**src/rtl/omt_pkg.sv**
```systemverilog
package omt_pkg;
  localparam int unsigned MATCH_STRIDE = 4;
  localparam int unsigned OFF_CNT      = 'h10;
  localparam int unsigned OFF_STAT     = 'h14;
  localparam int unsigned OFF_WDT      = 'h18;
  localparam int unsigned OFF_IEN      = 'h1C;
endpackage

```
**src/rtl/omt_counter.sv**
```systemverilog
module omt_counter #(
  parameter int unsigned CNT_W = 32
) (
  input  logic             clk_i,
  input  logic             rst_ni,
  input  logic             tick_i,
  input  logic             load_i,
  input  logic [CNT_W-1:0] load_val_i,
  output logic [CNT_W-1:0] cnt_o,
  output logic [CNT_W-1:0] cnt_inc_o
);
  logic [CNT_W-1:0] cnt_q;

  assign cnt_inc_o = cnt_q + CNT_W'(1);
  assign cnt_o     = cnt_q;

  always_ff @(posedge clk_i or negedge rst_ni) begin
    if (!rst_ni)     cnt_q <= '0;
    else if (load_i) cnt_q <= load_val_i;
    else if (tick_i) cnt_q <= cnt_inc_o;
  end
endmodule

```
**src/rtl/omt_match_chan.sv**
```systemverilog
module omt_match_chan #(
  parameter int unsigned CNT_W = 32
) (
  input  logic             clk_i,
  input  logic             rst_ni,
  input  logic             wr_i,
  input  logic [CNT_W-1:0] wdata_i,
  input  logic             step_i,
  input  logic [CNT_W-1:0] cnt_inc_i,
  output logic [CNT_W-1:0] match_o,
  output logic             hit_o
);
  logic [CNT_W-1:0] match_q;

  always_ff @(posedge clk_i or negedge rst_ni) begin
    if (!rst_ni)   match_q <= '0;
    else if (wr_i) match_q <= wdata_i;
  end

  // hit only when a tick moves the counter onto the value
  assign hit_o   = step_i && (cnt_inc_i == match_q);
  assign match_o = match_q;
endmodule

```
**src/rtl/omt_status.sv**
```systemverilog
module omt_status #(
  parameter int unsigned NUM_CH = 4
) (
  input  logic              clk_i,
  input  logic              rst_ni,
  input  logic [NUM_CH-1:0] set_i,
  input  logic              clr_en_i,
  input  logic [NUM_CH-1:0] clr_mask_i,
  output logic [NUM_CH-1:0] stat_o
);
  logic [NUM_CH-1:0] stat_q;
  logic [NUM_CH-1:0] clr;

  assign clr = clr_en_i ? clr_mask_i : '0;

  // set wins over a same-cycle clear
  always_ff @(posedge clk_i or negedge rst_ni) begin
    if (!rst_ni) stat_q <= '0;
    else         stat_q <= (stat_q & ~clr) | set_i;
  end

  assign stat_o = stat_q;
endmodule

```
**src/rtl/os_match_timer.sv**
```systemverilog
module os_match_timer
  import omt_pkg::*;
#(
  parameter int unsigned NUM_CH = 4,
  parameter int unsigned CNT_W  = 32,
  parameter int unsigned IEN_W  = 12,
  parameter int unsigned ADDR_W = 8
) (
  input  logic              clk_i,
  input  logic              rst_ni,
  input  logic              tick_i,
  input  logic              req_i,
  input  logic              we_i,
  input  logic [ADDR_W-1:0] addr_i,
  input  logic [CNT_W-1:0]  wdata_i,
  output logic [CNT_W-1:0]  rdata_o,
  output logic              err_o,
  output logic [NUM_CH-1:0] irq_o,
  output logic              wdt_rst_o
);
  localparam int unsigned WDT_CH = NUM_CH - 1;

  logic                           wr, rd;
  logic                           sel_cnt, sel_stat, sel_wdt, sel_ien;
  logic [NUM_CH-1:0]              sel_match;
  logic                           cnt_load, step;
  logic [CNT_W-1:0]               cnt_q, cnt_inc;
  logic [NUM_CH-1:0][CNT_W-1:0]   match_q;
  logic [NUM_CH-1:0]              hit;
  logic [NUM_CH-1:0]              stat_q;
  logic [IEN_W-1:0]               ien_q;
  logic [CNT_W-1:0]               wdt_q;
  logic                           wdt_fire;
  logic                           wdt_rst_q;
  logic [CNT_W-1:0]               rd_val;
  logic                           rd_hit;
  logic [CNT_W-1:0]               rdata_q;
  logic                           err_q;

  assign wr = req_i &  we_i;
  assign rd = req_i & ~we_i;

  assign sel_cnt  = (addr_i == ADDR_W'(OFF_CNT));
  assign sel_stat = (addr_i == ADDR_W'(OFF_STAT));
  assign sel_wdt  = (addr_i == ADDR_W'(OFF_WDT));
  assign sel_ien  = (addr_i == ADDR_W'(OFF_IEN));

  assign cnt_load = wr & sel_cnt;
  assign step     = tick_i & ~cnt_load;

  omt_counter #(.CNT_W(CNT_W)) u_cnt (
    .clk_i      (clk_i),
    .rst_ni     (rst_ni),
    .tick_i     (tick_i),
    .load_i     (cnt_load),
    .load_val_i (wdata_i),
    .cnt_o      (cnt_q),
    .cnt_inc_o  (cnt_inc)
  );

  for (genvar n = 0; n < NUM_CH; n++) begin : g_ch
    assign sel_match[n] = (addr_i == ADDR_W'(n * MATCH_STRIDE));
    omt_match_chan #(.CNT_W(CNT_W)) u_chan (
      .clk_i     (clk_i),
      .rst_ni    (rst_ni),
      .wr_i      (wr & sel_match[n]),
      .wdata_i   (wdata_i),
      .step_i    (step),
      .cnt_inc_i (cnt_inc),
      .match_o   (match_q[n]),
      .hit_o     (hit[n])
    );
  end

  omt_status #(.NUM_CH(NUM_CH)) u_stat (
    .clk_i      (clk_i),
    .rst_ni     (rst_ni),
    .set_i      (hit & ien_q[NUM_CH-1:0]),
    .clr_en_i   (wr & sel_stat),
    .clr_mask_i (wdata_i[NUM_CH-1:0]),
    .stat_o     (stat_q)
  );

  always_ff @(posedge clk_i or negedge rst_ni) begin
    if (!rst_ni)           ien_q <= '0;
    else if (wr & sel_ien) ien_q <= wdata_i[IEN_W-1:0];
  end

  // watchdog: disarm beats a same-cycle write
  assign wdt_fire = hit[WDT_CH] & wdt_q[0];

  always_ff @(posedge clk_i or negedge rst_ni) begin
    if (!rst_ni) begin
      wdt_q     <= '0;
      wdt_rst_q <= 1'b0;
    end else begin
      wdt_rst_q <= wdt_fire;
      if (wdt_fire)          wdt_q <= '0;
      else if (wr & sel_wdt) wdt_q <= wdata_i;
    end
  end

  always_comb begin
    rd_val = '0;
    rd_hit = 1'b1;
    if (sel_cnt)       rd_val = cnt_q;
    else if (sel_stat) rd_val = CNT_W'(stat_q);
    else if (sel_wdt)  rd_val = wdt_q;
    else if (sel_ien)  rd_val = CNT_W'(ien_q);
    else begin
      rd_hit = 1'b0;
      for (int n = 0; n < NUM_CH; n++) begin
        if (sel_match[n]) begin
          rd_val = match_q[n];
          rd_hit = 1'b1;
        end
      end
    end
  end

  always_ff @(posedge clk_i or negedge rst_ni) begin
    if (!rst_ni) begin
      rdata_q <= '0;
      err_q   <= 1'b0;
    end else begin
      err_q <= rd & ~rd_hit;
      if (rd) rdata_q <= rd_hit ? rd_val : '0;
    end
  end

  assign rdata_o   = rdata_q;
  assign err_o     = err_q;
  assign irq_o     = stat_q;
  assign wdt_rst_o = wdt_rst_q;
endmodule

```
**config.mk**
```make
export PLATFORM = sky130hd
export DESIGN_NAME = os_match_timer
export DESIGN_NICKNAME = d
export VERILOG_FILES = /design/src/rtl/omt_pkg.sv /design/src/rtl/omt_counter.sv /design/src/rtl/omt_match_chan.sv /design/src/rtl/omt_status.sv /design/src/rtl/os_match_timer.sv
export SDC_FILE = /design/constraint.sdc
export NUM_CORES = 1
export LEC_CHECK = 0
export ABC_CLOCK_PERIOD_IN_PS = 8860
export CORE_MARGIN = 4
export CORE_UTILIZATION = 40
export CTS_BUF_LIST = sky130_fd_sc_hd__clkbuf_16
export DETAILED_ROUTE_END_ITERATION = 12
export DONT_BUFFER_PORTS = 1
export SYNTH_ARGS = -nofsm -noshare
export SYNTH_HDL_FRONTEND = slang
export SYNTH_SLANG_ARGS = --single-unit
```
**constraint.sdc**
```tcl
create_clock -name clk_i -period 8.86 [get_ports clk_i]
set_clock_uncertainty 0.05 [all_clocks]
set_input_delay 0.886 -clock clk_i [delete_from_list [all_inputs] [get_ports clk_i]]
set_output_delay 0.886 -clock clk_i [all_outputs]
set_load 0.005 [all_outputs]
```
; Word level (Yosys, flattened, before mapping)
; Index checks and enable logic that the tools add are counted.
[word_totals]
latch_bits = 0
romBits = 0
out_inout_bits = 38
mem_bits_rw = 0
mem_count = 0
ff_bits = 242
[classes]
n_lt_le_gt_ge = 0
n_bitwise = 20
reduce_logical = 7
n_shift = 0
mux = 22
div_mod_pow = 0
eq_ne = 11
mul = 0
n_addsub = 1
[ops]
columns = cell, count
row1 = $mux 32, 13
row2 = $eq 32x32->1, 4
row3 = $add 32x1->32 const B, 1
row4 = $eq 8x5->1 const B, 4
row5 = $eq 8x4->1 const B, 2
row6 = $and 1x1->1, 13
row7 = $and 4x4->4, 2
row8 = $eq 8x3->1 const B, 1
row9 = $logic_not 8->1, 1
row10 = $mux 1, 8
row11 = $logic_and 1x1->1, 4
row12 = $mux 4, 1
row13 = $not 4->4, 1
row14 = $or 4x4->4, 1
row15 = $reduce_bool 2->1, 2
row16 = $not 1->1, 3

; Logic depth before layout (Yosys ltp)
[depth]
depth_word = 11
mapped_depth = 12
ltp_nobuf = 9

; Hierarchy
; Synthesis repeated with hierarchy kept, for this count alone.
[hier_totals]
hier_cells = 1253
area_unflattened_um2 = 13674.4
[by_module_without_submodules]
columns = module, area_per_inst_um2, cells_each, n_inst
row1 = omt_match_chan, 1535.2, 112, 4
row2 = os_match_timer, 4903.5, 482, 1
row3 = omt_counter, 2484.9, 311, 1
row4 = omt_status, 145.1, 12, 1

; Worst setup path before layout
; No wires, ideal clock.
[synth_path]
kind = reg-to-reg
start = reg u_cnt.cnt_q[1], in the netlist u_cnt.cnt_o[1]
end = reg wdt_q[10]
slack_ps = 5561
required_ps = 8691
arrival_ps = 3130
synth_period_minus_slack_ps = 3299
stages_incl_launch_ff = 13
cell_sequence = dfrtp_1 > ha_1 > buf_2 > and4_1 > clkbuf_1 > nand4_1 > nor3_1 > xnor3_1 > nand2_1 > or4_1 > nor4_4 > buf_6 > nor2_2
[synth_between]
elab_chain_len = 5
[synth_rtl]
columns = item, line
row1 = start: declaration, omt_counter.sv:12  ; logic [CNT_W-1:0] cnt_q;
row2 = start signal: assignment, omt_counter.sv:19  ; else if (load_i) cnt_q <= load_val_i;
row3 = start signal: assignment, omt_counter.sv:20  ; else if (tick_i) cnt_q <= cnt_inc_o;
row4 = $add 32x1->32 (*), omt_counter.sv:14  ; assign cnt_inc_o = cnt_q + CNT_W'(1);
row5 = $eq 32x32->1 (*), omt_match_chan.sv:21  ; assign hit_o = step_i && (cnt_inc_i == match_q);
row6 = $logic_and 1x1->1 (*), omt_match_chan.sv:21
row7 = $and 1x1->1 (*), os_match_timer.sv:90  ; assign wdt_fire = hit[WDT_CH] & wdt_q[0];
row8 = named net wdt_fire, os_match_timer.sv:33  ; logic wdt_fire;
row9 = $mux 32 / $reduce_bool 2->1 (equally long branches), n/a
row10 = end signal: assignment, os_match_timer.sv:99  ; else if (wr & sel_wdt) wdt_q <= wdata_i;
row11 = end: declaration, os_match_timer.sv:32  ; logic [CNT_W-1:0] wdt_q;
; The timed path passes the listed nets; every way through them passes the cells marked *.
; A chain may end at the register's enable or synchronous reset.

; Worst setup path after layout
[layout_path]
start = reg u_cnt.cnt_q[5], in the netlist u_cnt.cnt_o[5]
end = reg wdt_q[19]
[layout_between]
elab_chain_len = 5
[layout_rtl]
columns = item, line
row1 = $add 32x1->32 (*), omt_counter.sv:14
row2 = $eq 32x32->1 (*), omt_match_chan.sv:21
row3 = $logic_and 1x1->1 (*), omt_match_chan.sv:21
row4 = $and 1x1->1 (*), os_match_timer.sv:90
row5 = $mux 32 / $reduce_bool 2->1 (equally long branches), n/a
; Mark *: on every way between the ends. The rest lies on a longest branch, timed or not.

==> summary.txt <==
Status
  • Outcome: finished, final reports clean

Clock network
  • CTS tree: built
  • Hold buffers post-CTS: 1
  • Clock sinks: 242
  • CTS Buf Count: 27
  • Number of setup buffers added after CTS: 0
  • Max clock buf depth: 3
  • Clock Root Buffer: clkbuf_16
  • H-tree Lvls: 1
  • Clock-pin slew on the worst setup and hold paths: 70 ps
  • Clock Latency Late Sink: 550 ps
  • Post-cts sizing count: 0

Timing
  • Worst hold margin: 293 ps
  • Min Tclk post-route: 5230 ps
  • Final Setup Violations: 0
  • Normalized max-slew margin: 2.35%
  • Fin crit share: 59.0%
  • Worst setup margin: 3630 ps
  • Slew Limit Fails: 0
  • RSZ-0062 raised after global routing: false
  • Worst slew pin tran: 1460 ps
  • Final Hold Fails: 0
  • Setup_tns: 0 ps
  • Fmax: 191 MHz

Detailed routing
  • DRC Markers: 0
  • Avg WL per Cell: 27.9 um
  • Via Count: 11.1k
  • Vias/cell: 6.15
  • DRT Pass-1 Iters: 6
  • Iteration-0 DRC Markers: 1131
  • Post-DRT Antenna Nets: 0
  • WL final: 50400 um

Power and ir drop
  • Sw frac: 29.7%
  • Power Internal: 1.97 mW
  • Sw Pwr: 0.830 mW
  • Worst vdd rail ir drop: 0.145 mV
  • Leakage power: 6.75 nW
  • Overall Power: 2.80 mW
  • Combinational share of power: 16.2%
  • Sequential share of power: 45.0%
  • PD cells: 183 nW/um2
  • Clk network pwr share: 38.8%

Critical path
  • CP max stage cell: nor4_1
  • Reg-to-Reg End: wdt_q[19]
  • Largest stage delay on the critical path: 1140 ps
  • CP top delay family: simple AND/OR/NAND/NOR gates
  • Crit path buffers/inverters: 1
  • Crit-path cells: and4_1 > nand2_1 > nor4_1 > xnor3_1 > o21ai_0 > or4_4 > nor4_4 > buf_4 > nor2_1
  • CP arrival: 5590 ps
  • R2r setup slk: 3630 ps
  • Worst setup EP type: flop
  • CP startpoint kind: flop
  • CP Max Fanout: 17
  • Crit path required time: 9230 ps
  • Worst reg2reg startpoint: u_cnt.cnt_o[5]
  • Depth of the worst register-to-register path: 9
  • Crit path kind: flop to flop

Global routing
  • Global Route Usage Sum: 25.6%
  • First-pass GRT wire length: 75100 um
  • Initial antenna violation count: 0
  • Largest net degree at the start of global routing: 243
  • Grt ovf: 0
  • Vias in the first global route: 11.0k

Die
  • Core footprint: 34800 um2
  • Die width: 197 um
  • IO Count: 83
  • Height of the die: 197 um
  • Die area: 38700 um2
  • Starting density of the core: 40.9%
  • # rows: 68

Logic synthesis
  • Synth area leader: dfrtp_1
  • Synth area leaders: dfrtp_1, mux2_2, xnor2_1
  • Mapped Avg Cell Area: 10.2 um2
  • Mapped Cells: 1399
  • Post-synth EDFFs: 0
  • Register bit total from synthesis: 242
  • Sequential area share after synthesis: 42.5%
  • Synth warnings: 0
  • Post-synthesis cell type count: 76
  • Mapped Nets: 1445
  • Mapped cell area: 14200 um2
  • Async SR Flop Fraction: 100%
  • Synth top area share: 42.5%
  • Top_reg_cell synth: dfrtp_1

Place
  • Dpl cells: 1763
  • PortBufs: 0
  • HPWL Detailed: 35500 um
  • Place WS: 3570 ps
  • GPL Wtd Cong: 0.969

Layout
  • Layout Cells excl Fill: 1809
  • Share of cells above drive strength 1: 16.8%
  • Layout area overhead: 7.55%
  • NumNets Final: 1384

Worst hold path
  • Hold Crit Class: primary input to async pin

Run
  • MaxCap Viol Count: 0
power groups by stage:
stage          Clock (mW)  Sequential [mW]  Combinational [mW]
2_1_floorplan           0             1.20               0.376
3_3_place_gp            0             1.27               0.426
3_5_place_dp            0             1.28               0.424
4_1_cts              1.11             1.26               0.450
5_1_grt              1.15             1.27               0.489
6_report             1.08             1.26               0.454
worst register-to-register path, delay by kind of cell, from the launching register on:
family | cells | cell delay (ps)
buffers and inverters | 1 | 480
AO/OA/AOI/OAI | 1 | 110
XOR/XNOR | 1 | 250
AND/OR/NAND/NOR | 6 | 3550
flip-flops | 1 | 650
cells by family (layout without fill, tap and decap cells):
| group | Yosys count | after routing | synth area share, % |
|---|---|---|---|
| AO/OA/AOI/OAI | 311 | 311 | 14.6 |
| XOR/XNOR | 168 | 168 | 11.5 |
| buffers and inverters | 127 | 81 | 3.89 |
| flip-flops | 242 | 242 | 42.5 |
| AND/OR/NAND/NOR | 368 | 368 | 13.4 |
| other | 0 | 1 | 0 |
| multiplexers | 182 | 182 | 14.1 |
| adder cells (fa/ha/maj) | 1 | 1 | 0.0878 |
how the worst max path moves through the flow:
stage           endpoint           start  cells after the start  slack (ps)
6_report       wdt_q[19]  u_cnt.cnt_o[5]                      9        3630
4_1_cts        wdt_q[13]  u_cnt.cnt_o[5]                      9        3560
5_1_grt        wdt_q[19]  u_cnt.cnt_o[5]                      9        3340
3_3_place_gp   wdt_q[14]  u_cnt.cnt_o[5]                      9        3690
2_1_floorplan  wdt_q[10]  u_cnt.cnt_o[1]                     12        5560
3_5_place_dp   wdt_q[19]  u_cnt.cnt_o[5]                      9        3570
final cells by class:
type / instances / area (um2)
flip-flops and latches: 242 / 6060
well taps: 455 / 569
inverters: 20 / 75.1
diodes: 1 / 2.50
fillers: 3324 / 19500
repair buffers: 17 / 148
clock inverters: 17 / 144
clock buffers: 27 / 676
multi-input cells: 1030 / 7650
metal layers:
layer  global-route usage [%]  routed length [um]  vias to the layer above
met3                     5.33                3720                       74
met1                     37.6               23100                     5693
li1                         -                   -                     4975
met4                     6.68                1380                        0
met5                        0                   0                        -
met2                     38.7               22200                      388
synth_stat cells, drive strengths merged, types with 5 or more instances:
master	count
nand3	33
nand2	97
mux2i	36
a22oi	32
o21ai	69
o2111ai	5
or3	9
nand2b	9
o31ai	8
xnor3	11
or4	7
xnor2	98
o211ai	6
o22ai	11
buf	45
xor2	58
nor2	116
nor4	24
a21oi	83
a221o	5
a221oi	13
a31oi	15
mux2	146
dfrtp	242
nor3	16
nand4	17
and4	6
inv	20
a222oi	24
and3	12
clkbuf	62
and2	8
registers in the layout, indices dropped and copies added (netlist names):
register,count
wdt_q,32
wdt_rst_o,1
u_cnt.cnt_o,32
err_o,1
g_ch.u_chan.match_o,128
u_stat.stat_o,4
ien_q,12
rdata_o,32
cells in the final DEF (no fill, tap or decap), types with 13 or more instances in the layout:
cell	instances
mux2i_1	36
inv_1	27
a21oi_1	83
nor2_1	107
nand3_1	29
a221oi_1	13
nor3_1	14
dfrtp_1	242
xor2_1	58
a31oi_1	15
clkbuf_16	27
nand4_1	15
mux2_2	146
nand2_1	94
nor4_1	19
buf_4	16
a222oi_1	24
a22oi_1	32
o21ai_0	69
xnor2_1	98
metrics by stage:
stage / cell area, um2 / utilization [%]
2_1_floorplan: 14200 / -
3_3_place_gp: 14500 / 41.6
3_5_place_dp: 14500 / 41.6
4_1_cts: 15300 / 44.0
5_1_grt: 15300 / 44.0
6_report: 15300 / 44.0
Power figures use the tool's default switching activity.
